===== src/rtl/serdac_frame_rx.sv =====
module serdac_frame_rx #(
  parameter int WORD_W = 16,
  parameter int CODE_W = 12,
  parameter int MODE_W = 2,
  parameter int SYNC_N = 2
) (
  input  logic              clk,
  input  logic              rst_n,
  input  logic              frame_n,
  input  logic              sclk,
  input  logic              sdin,
  output logic              load_o,
  output logic [CODE_W-1:0] code_o,
  output logic [MODE_W-1:0] mode_o
);
  localparam int CNT_W = $clog2(WORD_W);
  localparam int SH_W  = CODE_W + MODE_W - 1;
  localparam logic [CNT_W-1:0] LAST = CNT_W'(WORD_W - 1);

  logic [SYNC_N-1:0] f_sy, c_sy, d_sy;
  logic              f_prev, c_prev;
  logic              armed_q;
  logic [CNT_W-1:0]  cnt_q;
  logic [SH_W-1:0]   sh_q;

  wire f_s    = f_sy[SYNC_N-1];
  wire c_s    = c_sy[SYNC_N-1];
  wire d_s    = d_sy[SYNC_N-1];
  wire f_fall = f_prev & ~f_s;
  wire f_rise = ~f_prev & f_s;
  wire c_fall = c_prev & ~c_s;

  always_ff @(posedge clk) begin
    if (!rst_n) begin
      f_sy    <= '1;
      c_sy    <= '1;
      d_sy    <= '0;
      f_prev  <= 1'b1;
      c_prev  <= 1'b1;
      armed_q <= 1'b0;
      cnt_q   <= '0;
      sh_q    <= '0;
      load_o  <= 1'b0;
      code_o  <= '0;
      mode_o  <= '0;
    end else begin
      f_sy   <= {f_sy[SYNC_N-2:0], frame_n};
      c_sy   <= {c_sy[SYNC_N-2:0], sclk};
      d_sy   <= {d_sy[SYNC_N-2:0], sdin};
      f_prev <= f_s;
      c_prev <= c_s;
      load_o <= 1'b0;
      if (f_rise) begin
        armed_q <= 1'b0;
        cnt_q   <= '0;
      end else if (f_fall) begin
        armed_q <= 1'b1;
        cnt_q   <= '0;
      end else if (armed_q && c_fall) begin
        sh_q <= {sh_q[SH_W-2:0], d_s};
        if (cnt_q == LAST) begin
          armed_q <= 1'b0;
          load_o  <= 1'b1;
          code_o  <= {sh_q[CODE_W-2:0], d_s};
          mode_o  <= sh_q[SH_W-1:CODE_W-1];
        end else begin
          cnt_q <= cnt_q + 1'b1;
        end
      end
    end
  end
endmodule


===== config.mk =====
export PLATFORM = sky130hd
export DESIGN_NAME = serdac_frame_rx
export DESIGN_NICKNAME = d
export VERILOG_FILES = /design/src/rtl/serdac_frame_rx.sv
export SDC_FILE = /design/constraint.sdc
export NUM_CORES = 1
export LEC_CHECK = 0
export ABC_AREA = 1
export BUFFER_PORTS_ARGS = -buffer_cell sky130_fd_sc_hd__buf_2
export CAP_MARGIN = 5
export CORE_ASPECT_RATIO = 2
export CORE_MARGIN = 2
export CORE_UTILIZATION = 53
export CTS_BUF_LIST = sky130_fd_sc_hd__clkbuf_8
export CTS_CLUSTER_SIZE = 8
export DETAILED_ROUTE_END_ITERATION = 16
export PLACE_DENSITY_LB_ADDON = 0.3
export SETUP_SLACK_MARGIN = 0.1
export SLEW_MARGIN = 5
export SYNTH_ARGS = -nofsm -noshare
export SYNTH_HDL_FRONTEND = slang
export SYNTH_SLANG_ARGS = --single-unit

===== constraint.sdc =====
create_clock -name clk -period 1.2 [get_ports clk]
set_input_delay 0 -clock clk [delete_from_list [all_inputs] [get_ports clk]]
set_output_delay 0 -clock clk [all_outputs]
set_load 0.01 [all_outputs]

# After elaboration in Yosys (flattened, before gate mapping)
# Index checks and enable logic that the tools add are counted.
dict set report word_totals {
  reg_bits 41
  latchBits 0
  ram_bits 0
  rom_bits 0
  out_inout_bits 15
  n_memories 0
}
dict set report classes {
  addsub 1
  multipliers 0
  n_div 0
  order_cmp 0
  n_eq_ne 1
  n_shift 0
  muxes 4
  bitwise_logic 11
  reduce_logical 10
}
# cell count
set op_table {}
lappend op_table {{$not A1 Y1} 8}
lappend op_table {{$add A4 B1 Y4 const B} 1}
lappend op_table {{$eq A4 B4 Y1 const B} 1}
lappend op_table {{$mux W1} 4}
lappend op_table {{$reduce_and A2 Y1} 2}
lappend op_table {{$reduce_and A4 Y1} 1}
lappend op_table {{$reduce_bool A2 Y1} 2}
lappend op_table {{$reduce_or A4 Y1} 1}
lappend op_table {{$and A1 B1 Y1} 3}
lappend op_table {{$reduce_and A3 Y1} 1}
lappend op_table {{$reduce_or A3 Y1} 1}
lappend op_table {{$reduce_or A2 Y1} 1}
lappend op_table {{$logic_and A1 B1 Y1} 1}

# Longest topological paths before layout
dict set report depth {
  depth_word 5
  mapped_depth 8
  mapped_depth_nobuf 7
}

# Least setup slack after synthesis
# OpenSTA, ideal clock, no wires.
dict set report synth_path {
  kind {register -> register}
  startpoint {register cnt_q[0]}
  endpoint {register code_o[1]}
  setup_ps 112
  arrival_time_ps 1156
  slack_ps -67
  stages_incl_launch_ff 9
  n_path_buf 2
  period_less_slack_ps 1267
  path_cell_list {dfxtp_1 > ha_1 > nand3_2 > inv_2 > nand3_2 > buf_6 > buf_6 > nor2_2 > nor2_1}
}
dict set report synth_via {
  elab_chain_len 2
}
# element line_no
set synth_lines {}
lappend synth_lines {{start, declared} 23} ;# logic [CNT_W-1:0] cnt_q;
lappend synth_lines {{start signal, assigned} 67} ;# cnt_q <= cnt_q + 1'b1;
lappend synth_lines {{$eq A4 B4 Y1} 61} ;# if (cnt_q == LAST) begin
lappend synth_lines {{$reduce_and A4 Y1 (no line)} --}
lappend synth_lines {{end signal, assigned} 64} ;# code_o <= {sh_q[CODE_W-2:0], d_s};
lappend synth_lines {{end, declared} 13} ;# output logic [CODE_W-1:0] code_o,
# No other way between the ends.
# A chain may end at the register's enable or synchronous reset.

# Worst setup path in the final report
dict set report layout_path {
  startpoint {register armed_q}
  endpoint {register code_o[2]}
}
dict set report layout_via {
  elab_chain_len 2
}
# element line_no
set layout_lines {}
lappend layout_lines {{start, declared} 22} ;# logic armed_q;
lappend layout_lines {{start signal, assigned} 40} ;# armed_q <= 1'b0;
lappend layout_lines {{start signal, assigned} 54} ;# armed_q <= 1'b0;
lappend layout_lines {{start signal, assigned} 57} ;# armed_q <= 1'b1;
lappend layout_lines {{$logic_and A1 B1 Y1} 59} ;# end else if (armed_q && c_fall) begin
lappend layout_lines {{$reduce_and A4 Y1 (no line)} --}
# No other way between the ends.

==> flow_metrics.tcl <==
set metrics [dict create \
    run_status "finished with violations" \
    violations "negative setup slack" \
    drive_above_1_share 0.352 \
    post-route-min-period_ns 1.29 \
    crit_path_start "armed_q" \
    finalMaxSlewViolations 0 \
    critPathRequiredTime_ns 1.42 \
    top_fanout_value_on_the_critical_path 8 \
    vias 1337 \
    max_freq_mhz 774 \
    post-dp-hpwl_microns 1910 \
    slew_headroom 0.863 \
    grt_first_pass_wirelength_microns 5130 \
    critPathKind "reg2reg" \
    hold_start "rst_n" \
    cts.path.max_buffers 2 \
    route.detailed.vias_per_inst 4.83 \
    die_height_microns 81.7 \
    clock_skews_ns 0.00618 \
    post_synth_instance_area_sq_um 1600 \
    maximum_number_of_pins_on_one_net_before_global_route_repair 22 \
    synth.ff_latch_count 41 \
    floorplan.die.width_microns 42.9 \
    hold_path_class "in2reg" \
    p_per_area_nw_per_um2 1240 \
    fill_cell_count 234 \
    residual_overflow_from_global_routing 0 \
    synthesis.area_per_instance_sq_um 7.59 \
    drtPass1Iterations 4 \
    finalWirelength_microns 3230 \
    port_buffers 19 \
    layout.cells.most_common_list "sky130_fd_sc_hd__nand2_1, sky130_fd_sc_hd__dfxtp_1, sky130_fd_sc_hd__inv_1" \
    placementRows 28 \
    fin_tns_setup_ns -0.439 \
    place_ws_ns -0.00111 \
    max_stage_delay_ns 0.38 \
    reg2regPathDepth 7 \
    worstMarginPinSlew_ns 0.206 \
    hold_slack_ns 0.0287 \
    ios 20 \
    cellLeakagePower_nw 0.996 \
    cp-end-kind "register" \
    post_synth_num_cell_types 21 \
    synthesis.instances 211 \
    num_antenna_cells 0 \
    yosysWarningCount 0 \
    area_growth_syn_to_layout_pct 31.1 \
    finalPower_mw 2.61 \
    die-area_sq_um 3500 \
    routabilityCongestion 0.776 \
    min_period_over_period 1.08 \
    timing.final.setup_violations 14 \
    finish.utilization 0.722 \
    finalHoldViolCount 0 \
    grt.total_usage 0.197 \
    number_of_buffers_created_by_cts 5 \
    cpMostUsedCell "sky130_fd_sc_hd__nand2_1" \
    cts.sinks 41 \
    data_arrival_time_of_the_worst_path_ns 1.51 \
    detailedRoute.firstIterationViolations 17 \
    cpMaxStageDelayCell "sky130_fd_sc_hd__dfxtp_1" \
    vdd_ir_drop_max_uv 1050 \
    core-area_sq_um 2910 \
    first_global_vias 1229 \
    worst_skew_pair.late_latency_ns 0.29 \
    clk_transition_reported_paths_ns 0.08 \
    num-nets-final 254 \
    cts.root.buffer_cell "sky130_fd_sc_hd__clkbuf_8" \
    crit_path_cell_chain "nand2_1 > nor2_4 > nand3_4 > buf_8 > nand2_2 > nand2_1 > nor2_1" \
    reg2reg_launch_point "armed_q" \
    antenna_violating_nets_post_route 0 \
    total_non_filler_cell_area_in_the_finished_layout_sq_um 2100 \
    post_detailed_route_wirelength_per_cell_microns 11.7 \
    dpl_cell_area_sq_um 1800 \
    post-route-worst-setup-slack_ns -0.0918 \
    antenna_found_initial 0 \
    rsz0062_at_grt "yes" \
    clock_h_tree_levels 2 \
    final_common_cell "sky130_fd_sc_hd__nand2_1" \
    hold-path-cell-count 3 \
    tritoncts "yes" \
    route.detailed.drc 0 \
    floorplan.initialDensity 0.551 \
    synth-seq-area-share 0.513 \
    numPlacedInstances 261 \
    fin_cells 277 \
    start_kind "register" \
    maxCapViolCount 0 \
    synthesis.nets 219 \
]
## power by group
group          internal, mW  switching, mW
Sequential             1.37        0.00925
Clock                 0.670          0.468
Combinational        0.0396         0.0490
Total                  2.08          0.526
## sequential cells by signal, summed over array words and instances, names as in the netlist
signal	flops
f_prev	1
load_o	1
d_sy	2
c_sy	2
cnt_q	4
c_prev	1
armed_q	1
code_o	12
sh_q	13
f_sy	2
mode_o	2
## critical path: cells and delay by family (launching register included)
family / cells / cell delay (ns)
flops: 1 / 0.38
simple gates: 6 / 0.67
buf+inv: 1 / 0.18
## cells by family (layout without fill, tap and decap cells)
kind of cell / after synthesis / after routing / synth area share
and+or+nand+nor: 112 / 112 / 0.302
xor gates and xnor gates: 1 / 1 / 0.00547
adders and majority gates: 3 / 3 / 0.0234
DFF: 41 / 41 / 0.513
AOI/OAI and AO/OA: 19 / 19 / 0.0594
buffers and inverters: 35 / 71 / 0.0977
## metal layers
metal  GRT usage  share of wire  vias to the layer above  wire length [microns]
met3      0.0505          0.030                       10                     96
li1            -              -                      699                      -
met4       0.125          0.036                        0                    115
met5           0              0                        -                      0
met2       0.356           0.55                       22                   1790
met1       0.193           0.38                      606                   1240
## Yosys cell counts (all sizes together)
library cell / instances / area [sq um]
nor2: 33 / 154
clkbuf: 2 / 7.51
nand4: 1 / 6.26
a21oi: 17 / 85.1
or2: 5 / 31.3
inv: 27 / 101
ha: 3 / 37.5
nand3: 4 / 30.0
dfxtp: 41 / 821
o21ai: 2 / 10.0
buf: 6 / 47.5
nand2: 69 / 262
xor2: 1 / 8.76
## final cells by class
| cell class | count | area (sq um) | area share |
|---|---|---|---|
| Clock buffer | 6 | 82.6 | 0.0393 |
| Clock inverter | 2 | 33.8 | 0.0161 |
| Inverter | 27 | 109 | 0.0518 |
| Multi-Input combinational cell | 135 | 728 | 0.347 |
| Sequential cell | 41 | 828 | 0.395 |
| Tap cell | 30 | 37.5 | 0.0179 |
| Timing Repair Buffer | 36 | 280 | 0.133 |
## final timing paths
kind               endpoint  slack [ns]
setup / recovery  code_o[2]       -0.09
hold / removal      sh_q[8]        0.03
setup reg to reg  code_o[2]       -0.09
hold reg to reg     f_sy[1]        0.42
## what timing repair did
action / 4_1_cts / 5_1_grt
endpoints found under the setup margin: 32 / 33
cloned: 0 / 1
endpoints found under the hold margin: 3 / 0
hold buffers: 3 / 0
pin swaps: 4 / 6
resized for setup: 13 / 22
setup buffers: 2 / 2
Power figures use the tool's default switching activity.
